===== src/rtl/ckdet_pkg.sv =====
`timescale 1ns / 1ps
package ckdet_pkg;

    localparam int unsigned NUM_RATIOS = 10;
    localparam int unsigned IDX_W      = $clog2(NUM_RATIOS);

    typedef enum logic [1:0] {
        SPD_SINGLE = 2'd0,
        SPD_DOUBLE = 2'd1,
        SPD_QUAD   = 2'd2
    } speed_e;

    // Legal master-to-frame ratios, ascending; index is the ratio code.
    function automatic int unsigned ratio_of(int unsigned idx);
        case (idx)
            0:       return 64;
            1:       return 96;
            2:       return 128;
            3:       return 192;
            4:       return 256;
            5:       return 384;
            6:       return 512;
            7:       return 768;
            8:       return 1024;
            9:       return 1152;
            default: return 0;
        endcase
    endfunction

    // Window count a master clock reaches at sample rate fs_hz with the given ratio.
    function automatic int unsigned rate_threshold(int unsigned ratio, int unsigned fs_hz,
                                                   int unsigned win, int unsigned ref_hz);
        longint unsigned prod;
        prod = 64'(ratio) * 64'(fs_hz) * 64'(win);
        return 32'(prod / 64'(ref_hz));
    endfunction

endpackage


===== src/rtl/ckdet_edge_sync.sv =====
`timescale 1ns / 1ps
module ckdet_edge_sync #(
    parameter int unsigned STAGES = 2
) (
    input  logic clk_i,
    input  logic rst_ni,
    input  logic sig_i,
    output logic rise_o
);

    typedef struct packed {
        logic [STAGES:0] pipe;
    } sync_t;

    sync_t s_d, s_q;

    always_comb begin
        s_d      = s_q;
        s_d.pipe = {s_q.pipe[STAGES-1:0], sig_i};
    end

    always_ff @(posedge clk_i) begin
        if (!rst_ni) s_q <= '0;
        else         s_q <= s_d;
    end

    assign rise_o = s_q.pipe[STAGES-1] & ~s_q.pipe[STAGES];

endmodule


===== src/rtl/ckdet_period_meter.sv =====
`timescale 1ns / 1ps
module ckdet_period_meter #(
    parameter int unsigned TIMEOUT = 2048,
    localparam int unsigned CNT_W  = $clog2(TIMEOUT + 1)
) (
    input  logic             clk_i,
    input  logic             rst_ni,
    input  logic             en_i,
    input  logic             mclk_rise_i,
    input  logic             lrck_rise_i,
    output logic             meas_valid_o,
    output logic [CNT_W-1:0] meas_o,
    output logic             armed_o
);

    localparam logic [CNT_W-1:0] TOP = CNT_W'(TIMEOUT);

    typedef struct packed {
        logic [CNT_W-1:0] cnt;
        logic [CNT_W-1:0] meas;
        logic             vld;
        logic             armed;
    } per_t;

    per_t s_d, s_q;

    always_comb begin
        s_d     = s_q;
        s_d.vld = 1'b0;
        if (!en_i) begin
            s_d.cnt   = '0;
            s_d.armed = 1'b0;
        end else if (lrck_rise_i) begin
            // close one frame period, open the next
            s_d.vld   = s_q.armed && (s_q.cnt != TOP);
            s_d.meas  = s_q.cnt;
            s_d.armed = 1'b1;
            s_d.cnt   = mclk_rise_i ? CNT_W'(1) : '0;
        end else begin
            if (mclk_rise_i && (s_q.cnt != TOP)) s_d.cnt = s_q.cnt + CNT_W'(1);
            if (s_q.cnt == TOP)                  s_d.armed = 1'b0;
        end
    end

    always_ff @(posedge clk_i) begin
        if (!rst_ni) s_q <= '0;
        else         s_q <= s_d;
    end

    assign meas_valid_o = s_q.vld;
    assign meas_o       = s_q.meas;
    assign armed_o      = s_q.armed;

endmodule


===== src/rtl/ckdet_rate_meter.sv =====
`timescale 1ns / 1ps
module ckdet_rate_meter #(
    parameter int unsigned WIN     = 4096,
    localparam int unsigned RATE_W = $clog2(WIN + 1),
    localparam int unsigned TICK_W = $clog2(WIN)
) (
    input  logic              clk_i,
    input  logic              rst_ni,
    input  logic              mclk_rise_i,
    output logic [RATE_W-1:0] rate_o,
    output logic              mclk_ok_o
);

    typedef struct packed {
        logic [TICK_W-1:0] tick;
        logic [RATE_W-1:0] acc;
        logic [RATE_W-1:0] rate;
        logic              ok;
    } rate_t;

    rate_t s_d, s_q;
    logic [RATE_W-1:0] sum;

    always_comb begin
        s_d = s_q;
        sum = s_q.acc + (mclk_rise_i ? RATE_W'(1) : RATE_W'(0));
        if (s_q.tick == TICK_W'(WIN - 1)) begin
            s_d.tick = '0;
            s_d.acc  = '0;
            s_d.rate = sum;
            s_d.ok   = (sum != '0);
        end else begin
            s_d.tick = s_q.tick + TICK_W'(1);
            s_d.acc  = sum;
        end
    end

    always_ff @(posedge clk_i) begin
        if (!rst_ni) s_q <= '0;
        else         s_q <= s_d;
    end

    assign rate_o    = s_q.rate;
    assign mclk_ok_o = s_q.ok;

endmodule


===== src/rtl/clk_ratio_detect.sv =====
`timescale 1ns / 1ps
module clk_ratio_detect
    import ckdet_pkg::*;
#(
    parameter int unsigned REF_HZ        = 200_000_000,
    parameter int unsigned WIN_CYCLES    = 4096,
    parameter int unsigned LRCK_TIMEOUT  = 2048,
    parameter int unsigned MATCH_TOL     = 2,
    parameter int unsigned FS_QUAD_MIN   = 112_000,
    parameter int unsigned FS_DOUBLE_MIN = 56_000,
    parameter int unsigned SYNC_STAGES   = 2
) (
    input  logic             clk_i,
    input  logic             rst_ni,
    input  logic             mclk_i,
    input  logic             lrck_i,
    output logic [IDX_W-1:0] ratio_code_o,
    output logic [1:0]       speed_mode_o,
    output logic             locked_o,
    output logic             clocks_present_o
);

    localparam int unsigned PER_W  = $clog2(LRCK_TIMEOUT + 1);
    localparam int unsigned RATE_W = $clog2(WIN_CYCLES + 1);

    localparam logic [RATE_W-1:0] TH_Q2 = RATE_W'(rate_threshold(ratio_of(2), FS_QUAD_MIN, WIN_CYCLES, REF_HZ));
    localparam logic [RATE_W-1:0] TH_Q3 = RATE_W'(rate_threshold(ratio_of(3), FS_QUAD_MIN, WIN_CYCLES, REF_HZ));
    localparam logic [RATE_W-1:0] TH_D4 = RATE_W'(rate_threshold(ratio_of(4), FS_DOUBLE_MIN, WIN_CYCLES, REF_HZ));
    localparam logic [RATE_W-1:0] TH_D5 = RATE_W'(rate_threshold(ratio_of(5), FS_DOUBLE_MIN, WIN_CYCLES, REF_HZ));

    // bit 0: master clock, bit 1: frame clock
    logic [1:0] raw, rise;
    assign raw = {lrck_i, mclk_i};

    for (genvar g = 0; g < 2; g++) begin : g_sync
        ckdet_edge_sync #(.STAGES(SYNC_STAGES)) u_sync (
            .clk_i  (clk_i),
            .rst_ni (rst_ni),
            .sig_i  (raw[g]),
            .rise_o (rise[g])
        );
    end

    logic              mclk_ok;
    logic [RATE_W-1:0] rate;

    ckdet_rate_meter #(.WIN(WIN_CYCLES)) u_rate (
        .clk_i       (clk_i),
        .rst_ni      (rst_ni),
        .mclk_rise_i (rise[0]),
        .rate_o      (rate),
        .mclk_ok_o   (mclk_ok)
    );

    logic             meas_vld, armed;
    logic [PER_W-1:0] meas;

    ckdet_period_meter #(.TIMEOUT(LRCK_TIMEOUT)) u_period (
        .clk_i        (clk_i),
        .rst_ni       (rst_ni),
        .en_i         (mclk_ok),
        .mclk_rise_i  (rise[0]),
        .lrck_rise_i  (rise[1]),
        .meas_valid_o (meas_vld),
        .meas_o       (meas),
        .armed_o      (armed)
    );

    // match the period against the legal ratios
    logic             hit;
    logic [IDX_W-1:0] hit_idx;

    always_comb begin
        hit     = 1'b0;
        hit_idx = '0;
        for (int unsigned i = 0; i < NUM_RATIOS; i++) begin
            if (!hit && (meas >= PER_W'(ratio_of(i) - MATCH_TOL))
                     && (meas <= PER_W'(ratio_of(i) + MATCH_TOL))) begin
                hit     = 1'b1;
                hit_idx = IDX_W'(i);
            end
        end
    end

    function automatic speed_e classify(logic [IDX_W-1:0] idx, logic [RATE_W-1:0] r);
        case (idx)
            IDX_W'(0), IDX_W'(1): return SPD_QUAD;
            IDX_W'(2):            return (r > TH_Q2) ? SPD_QUAD : SPD_DOUBLE;
            IDX_W'(3):            return (r > TH_Q3) ? SPD_QUAD : SPD_DOUBLE;
            IDX_W'(4):            return (r > TH_D4) ? SPD_DOUBLE : SPD_SINGLE;
            IDX_W'(5):            return (r > TH_D5) ? SPD_DOUBLE : SPD_SINGLE;
            default:              return SPD_SINGLE;
        endcase
    endfunction

    typedef struct packed {
        logic [IDX_W-1:0] ratio;
        logic [IDX_W-1:0] prev_idx;
        speed_e           mode;
        logic             prev_hit;
        logic             locked;
        logic             present;
    } det_t;

    det_t s_d, s_q;
    logic pres;

    always_comb begin
        s_d         = s_q;
        pres        = mclk_ok & armed;
        s_d.present = pres;
        if (!pres) begin
            s_d.locked   = 1'b0;
            s_d.prev_hit = 1'b0;
        end else if (meas_vld) begin
            if (!hit) begin
                s_d.locked = 1'b0;
            end else if (s_q.prev_hit && (s_q.prev_idx == hit_idx)) begin
                s_d.locked = 1'b1;
                s_d.ratio  = hit_idx;
            end else begin
                s_d.locked = 1'b0;
            end
            s_d.prev_hit = hit;
            s_d.prev_idx = hit_idx;
        end
        s_d.mode = classify(s_d.ratio, rate);
    end

    always_ff @(posedge clk_i) begin
        if (!rst_ni) s_q <= '0;
        else         s_q <= s_d;
    end

    assign ratio_code_o     = s_q.ratio;
    assign speed_mode_o     = s_q.mode;
    assign locked_o         = s_q.locked;
    assign clocks_present_o = s_q.present;

endmodule


===== config.mk =====
export PLATFORM = sky130hd
export DESIGN_NAME = clk_ratio_detect
export DESIGN_NICKNAME = d
export VERILOG_FILES = /design/src/rtl/ckdet_pkg.sv /design/src/rtl/ckdet_edge_sync.sv /design/src/rtl/ckdet_period_meter.sv /design/src/rtl/ckdet_rate_meter.sv /design/src/rtl/clk_ratio_detect.sv
export SDC_FILE = /design/constraint.sdc
export NUM_CORES = 1
export LEC_CHECK = 0
export CORE_MARGIN = 2
export CORE_UTILIZATION = 50
export DETAILED_ROUTE_END_ITERATION = 8
export PLACE_DENSITY = 0.67
export SLEW_MARGIN = 20
export SYNTH_ARGS = -nofsm -noshare
export SYNTH_HDL_FRONTEND = slang
export SYNTH_SLANG_ARGS = --single-unit

===== constraint.sdc =====
create_clock -name clk_i -period 3.8 [get_ports clk_i]
set_clock_uncertainty 0.1 [all_clocks]
set_input_delay 0.76 -clock clk_i [delete_from_list [all_inputs] [get_ports clk_i]]
set_output_delay 0.76 -clock clk_i [all_outputs]
set_load 0.01 [all_outputs]

# ---- After elaboration in Yosys (flattened, before gate mapping)
# Cells that the tools add are included.
dict set report op_classes {
  n_addsub 3
  magnitude_cmp 22
  eq_ne 9
  mux 36
  bitwise 6
  reduce_logical 42
}
# operator n
set ops {}
lappend ops {{greater-than comparator 13 x 9 -> 1 bit (second input constant)} 2}
lappend ops {{adder 12 x 1 -> 12 bit (second input constant)} 2}
lappend ops {{== test 12 bit (second input constant)} 2}
lappend ops {{greater-or-equal comparator 12 x 10 -> 1 bit (second input constant)} 2}
lappend ops {{greater-or-equal comparator 12 x 7 -> 1 bit (second input constant)} 2}
lappend ops {{greater-or-equal comparator 12 x 8 -> 1 bit (second input constant)} 2}
lappend ops {{greater-or-equal comparator 12 x 9 -> 1 bit (second input constant)} 2}
lappend ops {{less-or-equal comparator 12 x 10 -> 1 bit (second input constant)} 2}
lappend ops {{less-or-equal comparator 12 x 11 -> 1 bit (second input constant)} 2}
lappend ops {{less-or-equal comparator 12 x 7 -> 1 bit (second input constant)} 2}
lappend ops {{less-or-equal comparator 12 x 8 -> 1 bit (second input constant)} 2}
lappend ops {{less-or-equal comparator 12 x 9 -> 1 bit (second input constant)} 2}
lappend ops {{2-to-1 mux 12 bit} 2}
lappend ops {{logical AND 1 bit} 22}
lappend ops {{2-to-1 mux 1 bit} 19}
lappend ops {{2-to-1 mux 4 bit} 4}
lappend ops {{2-to-1 mux 8 bit} 2}
lappend ops {{adder 13 bit} 1}
lappend ops {{nonzero test 13 bit} 1}
lappend ops {{greater-or-equal comparator 12 x 11 -> 1 bit (second input constant)} 1}
lappend ops {{greater-or-equal comparator 12 x 6 -> 1 bit (second input constant)} 1}
lappend ops {{2-to-1 mux 3 bit} 4}
lappend ops {{inequality test 12 bit (second input constant)} 1}
lappend ops {{case mux 2 bit (5 select lines)} 1}
lappend ops {{other kinds (13)} 35}
dict set report totals {
  reg_bits 84
  inputBits 4
  out_inout_bits 8
  wordCells 134
}

# ---- Longest topological paths before layout
dict set report logic_depth {
  word_depth 48
  depth_mapped 10
  mapped_depth_nobuf 10
}

# ---- Cells and area by module
# A second synthesis with hierarchy kept.
dict set report unflattened {
  hier_cells 500
  hier_area_um2 4476.8
}
# module instances cells_each area_per_inst_um2 seq_area_each_um2
set modules_own_cells {}
lappend modules_own_cells {ckdet_rate_meter 1 192 1809.2 780.7}
lappend modules_own_cells {clk_ratio_detect 1 151 1261.2 260.2}
lappend modules_own_cells {ckdet_period_meter 1 143 1221.2 520.5}
lappend modules_own_cells {ckdet_edge_sync 2 7 92.6 60.1}

# ---- Least setup slack after synthesis
# Ideal clock, no wire load.
dict set report synth_path {
  kind {reg-to-reg}
  start {reg u_period.s_q (netlist bit u_period.meas_o[10])}
  end {reg s_q (netlist bit speed_mode_o[0])}
  arrival_ps 2895
  required_ps 3634
  path_slack_ps 739
  path_stages_with_launch 11
  n_path_buf 1
  period_less_slack_ps 3061
  path_cell_list {dfxtp_1 > buf_6 > or4b_4 > or3_1 > a211o_1 > nand4_4 > xnor2_4 > a2111oi_4 > mux2i_1 > or3b_1 > a21oi_2}
}
dict set report synth_between {
  elab_chain_len 48
  word_cells_on_any_way 81
}
# item line_no
set synth_rtl {}
lappend synth_rtl {{start: declaration} ckdet_period_meter.sv:25} ;# per_t s_d, s_q;
lappend synth_rtl {{start signal: assignment} ckdet_period_meter.sv:46} ;# if (!rst_ni) s_q <= '0;
lappend synth_rtl {{start signal: assignment} ckdet_period_meter.sv:47} ;# else s_q <= s_d;
lappend synth_rtl {{greater-or-equal comparator 12 x 6 -> 1 bit / less-or-equal comparator 12 x 7 -> 1 bit (equally long branches)} {clk_ratio_detect.sv:77, clk_ratio_detect.sv:78}}
lappend synth_rtl {{logical AND 1 bit} clk_ratio_detect.sv:78} ;# && (meas <= PER_W'(ratio_of(i) + MATCH_TOL))) begin
lappend synth_rtl {{2-to-1 mux 1 bit} clk_ratio_detect.sv:77} ;# if (!hit && (meas >= PER_W'(ratio_of(i) - MATCH_TOL))
lappend synth_rtl {{zero test 1 bit} clk_ratio_detect.sv:77}
lappend synth_rtl {{logical AND 1 bit} clk_ratio_detect.sv:77}
lappend synth_rtl {{logical AND 1 bit} clk_ratio_detect.sv:78}
lappend synth_rtl {{2-to-1 mux 1 bit} clk_ratio_detect.sv:77}
lappend synth_rtl {{zero test 1 bit} clk_ratio_detect.sv:77}
lappend synth_rtl {{(+32 left out)} --}
lappend synth_rtl {{logical AND 1 bit} clk_ratio_detect.sv:118} ;# end else if (s_q.prev_hit && (s_q.prev_idx == hit_idx)) begin
lappend synth_rtl {{2-to-1 mux 4 bit} clk_ratio_detect.sv:118}
lappend synth_rtl {{2-to-1 mux 4 bit *} clk_ratio_detect.sv:116} ;# if (!hit) begin
lappend synth_rtl {{2-to-1 mux 8 bit *} clk_ratio_detect.sv:115} ;# end else if (meas_vld) begin
lappend synth_rtl {{2-to-1 mux 8 bit *} clk_ratio_detect.sv:112} ;# if (!pres) begin
lappend synth_rtl {{== test 4 x 1 -> 1 bit / zero test 4 bit (equally long branches)} clk_ratio_detect.sv:86} ;# case (idx)
lappend synth_rtl {{OR reduction 2 bit} clk_ratio_detect.sv:86}
lappend synth_rtl {{case mux 2 bit (5 select lines) *} clk_ratio_detect.sv:86}
lappend synth_rtl {{end signal: assignment} clk_ratio_detect.sv:131} ;# if (!rst_ni) s_q <= '0;
lappend synth_rtl {{end signal: assignment} clk_ratio_detect.sv:132} ;# else s_q <= s_d;
lappend synth_rtl {{end: declaration} clk_ratio_detect.sv:105} ;# det_t s_d, s_q;
# Every way passes the cells marked *; elsewhere a longest branch is shown, timed or not.
# A chain may end at the register's enable or synchronous reset.

# ---- Final worst setup path
dict set report layout_path {
  start {reg u_period.s_q (netlist bit u_period.meas_o[9])}
  end {reg s_q (netlist bit speed_mode_o[0])}
}
# Same word-level chain as after synthesis.

==> flow_summary_export.csv <==
group,metric,value,unit
outcome,status,"complete, no violations",
drt,drt_iter0_markers,189,
worst_setup_path,cp-end-kind,"register",
timing,worst_slack,0.5245,ns
global_route,grt_pass1_wl,13.58,mm
global_route,grt-ovfl-total,0,
cts,clock-sinks,84,
drt,ant_nets,0,
cts,cts_max_level,3,
synth,synth_cell_types,60,
global_route,antenna_found_initial,0,
synth,yosysMostFrequentCell,"dfxtp_1",
placement,portBuffers,11,
synth,synthTopCellsByArea,"dfxtp_1, nand2_1, nor2_1",
drt,drc,0,
global_route,grt_pass1_vias,2990,
drt,wire_per_inst,13.24,um
die,die_w,94.09,um
drt,firstDrtPassIters,4,
worst_setup_path,worstPathArrival,3.48,ns
placement,gp_congestion,0.8479,
timing,slew_viol_final,0,
timing,max_slew.worst_pin.slew,0.8093,ns
global_route,grt_usage,0.1918,
worst_setup_path,crit_type,"reg2reg",
drt,wirelength,7.533,mm
global_route,globalRoute.busiestLayer,"met2",
die,core_area,7807,sq um
cts,cts_made_buffers,9,
cts,postCtsHoldBufs,0,
synth,ys_ff_latch,84,
final_layout,num-fill-cells,725,
power,leakagePower,1.684,nW
timing,maxSlewHeadroom,0.4604,
power,ir_drop,270.1,uV
die,die-area,8852,sq um
global_route,grt_use_met1,0.2494,
die,ios,12,
final_layout,layout-drive-gt1-share,0.06852,
drt,num_vias,3112,
flow_run,max_cap_violations,0,
cts,ctsRootBufferMaster,"clkbuf_8",
cts,clk_pin_slew,0.09,ns
cts,clock_latency,0.36,ns
synth,synth_top_cell_by_area,"dfxtp_1",
synth,yosysSeqAreaShare,0.4144,
placement,hpwl,5.542,mm
cts,cts_resized,0,
synth,synth_top_area_share,0.4144,
timing,tns,0,ns
global_route,met3_usage,0.04093,
final_layout,antenna_cells,0,
final_layout,nets,471,
synth,async_flop_share,0,
final_layout,postLayoutCellArea,4359,sq um
power,cellPowerDensity,342.4,nW/um^2
synth,postSynthAreaPerCell,8.745,sq um
cts,cts_tree,"done",
synth,syn_area,4058,sq um
timing,hold_viol,0,
timing,fin_crit_sh,0.8620,
synth,synth_cells,464,
drt,via_per_inst,5.469,
worst_setup_path,cp_max_fo,9,
die,die_h,94.09,um
synth,ys_warn_count,0,
final_layout,fin_util,0.5583,
placement,dpl_cell_area,4184,sq um
timing,layout_min_cycle_time,3.275,ns
power,p_total,1.492,mW
global_route,use_met2,0.3119,
timing,fmax,305.3,MHz
synth,synthFlopType,"dfxtp_1",
placement,place_ws,0.5467,ns
final_layout,area_growth,7.431,%
synth,synthesis.nets,473,
synth,synth_commonest_cells,"dfxtp_1, nand2_1, nor2_1, nand3_1, xor2_1",
timing,finalSetupViolCount,0,
worst_setup_path,startpoint_type,"register",
timing,rsz0062_at_grt,"false",
synth,synth_edf_count,0,
hold_path,min_path_type,"reg2reg",
die,start_util,0.5197,
cts,cts_buffer_depth,2,
worst_setup_path,cp.required,4.00,ns
global_route,grt_max_degree,28,
cts,post-cts-setup-buffers,0,
die,rows,32,
-- sequential cells by signal, indices dropped and copies added, names as in the netlist --
name	cells
u_period.s_q	12
u_period.meas_valid_o	1
speed_mode_o	2
locked_o	1
u_rate.s_q	25
ratio_code_o	4
u_period.armed_o	1
u_period.meas_o	12
u_rate.mclk_ok_o	1
u_rate.rate_o	13
s_q	5
g_sync.u_sync.s_q	6
clocks_present_o	1
-- through the flow --
step	std cells	hold slack [ns]
floorplan	464	0.3119
global placement	553	0.3187
detailed placement	553	0.3273
CTS	569	0.3490
global route	569	0.3622
finish	569	0.3456
-- path summary, 6_finish.rpt --
check	startpoint	slack, ns	to	cells past startpoint
min	g_sync[0].u_sync.s_q[0]$_SDFF_PN0_	0.35	g_sync[0].u_sync.s_q[1]$_SDFF_PN0_	1
max	u_period.meas_o[9]$_SDFFE_PN0P_	0.52	speed_mode_o[0]$_SDFF_PN0_	9
min reg2reg	g_sync[0].u_sync.s_q[0]$_SDFF_PN0_	0.35	g_sync[0].u_sync.s_q[1]$_SDFF_PN0_	1
max reg2reg	u_period.meas_o[9]$_SDFFE_PN0P_	0.52	speed_mode_o[0]$_SDFF_PN0_	9
-- report_power, final --
part,internal (mW),switching (mW)
clock,0.240,0.329
combinational,0.0152,0.0180
sequential,0.886,0.00360
total,1.14,0.351
-- cells by family (layout without fill, tap and decap cells) --
logic type,Yosys count,after routing,synth area share
buffers and inverters,36,39,0.04132
xor gates and xnor gates,30,30,0.06938
AOI/OAI and AO/OA,76,76,0.1465
adders and majority gates,5,5,0.01542
muxes,11,11,0.02744
DFF,84,84,0.4144
and+or+nand+nor,222,222,0.2855
-- final cells by class --
class                           count  area (sq um)  share of cell area
Clock buffer                        9         123.9             0.02842
Tap cell                          102         127.6             0.02928
Timing Repair Buffer               14         132.6             0.03042
Multi-Input combinational cell    344          2208              0.5066
Clock inverter                      7         51.30             0.01177
Inverter                            9         33.78            0.007750
Sequential cell                    84          1682              0.3858
-- cell usage in the layout (no fill, tap or decap), types with 3 or more instances in the layout --
master           Yosys  routed
nand3_1             18      18
xor2_1              18      18
clkbuf_8             0       9
a21boi_0            14      14
a21oi_1              8       8
and4_1               4       4
mux2i_1             10      10
buf_4                6       3
nand2_1             63      63
nor4_1               6       6
nor2b_1             15      15
nand4_1              6       6
o21ai_0             14      14
xnor2_1             11      11
nor4b_1              3       3
a211o_1              4       4
nor3_1              12      12
o21a_1               5       5
and2_1              14      14
clkdlybuf4s50_1      0      11
inv_1                9       9
ha_1                 5       5
or3_1                9       9
dfxtp_1             84      84
nor2_1              42      42
o211a_1             12      12
and3_1              12      12
-- layer usage --
metal	wire, um	share of wire	vias to the layer above
li1	-	-	1612
met1	3811	0.51	1459
met2	3424	0.45	31
met3	171	0.023	10
met4	125	0.017	0
met5	0	0	-
-- worst max-delay path, stage by stage, from the launching register on --
cell and delay [ns]:
dfxtp_1 0.47, or3b_1 0.42, or4_1 0.53, o211ai_2 0.14, xnor2_1 0.21, o211ai_2 0.21, a2111oi_4 0.29, mux2i_1 0.34
or3b_1 0.39, a21oi_2 0.13
Note: power is estimated with default switching activity, not from simulation.
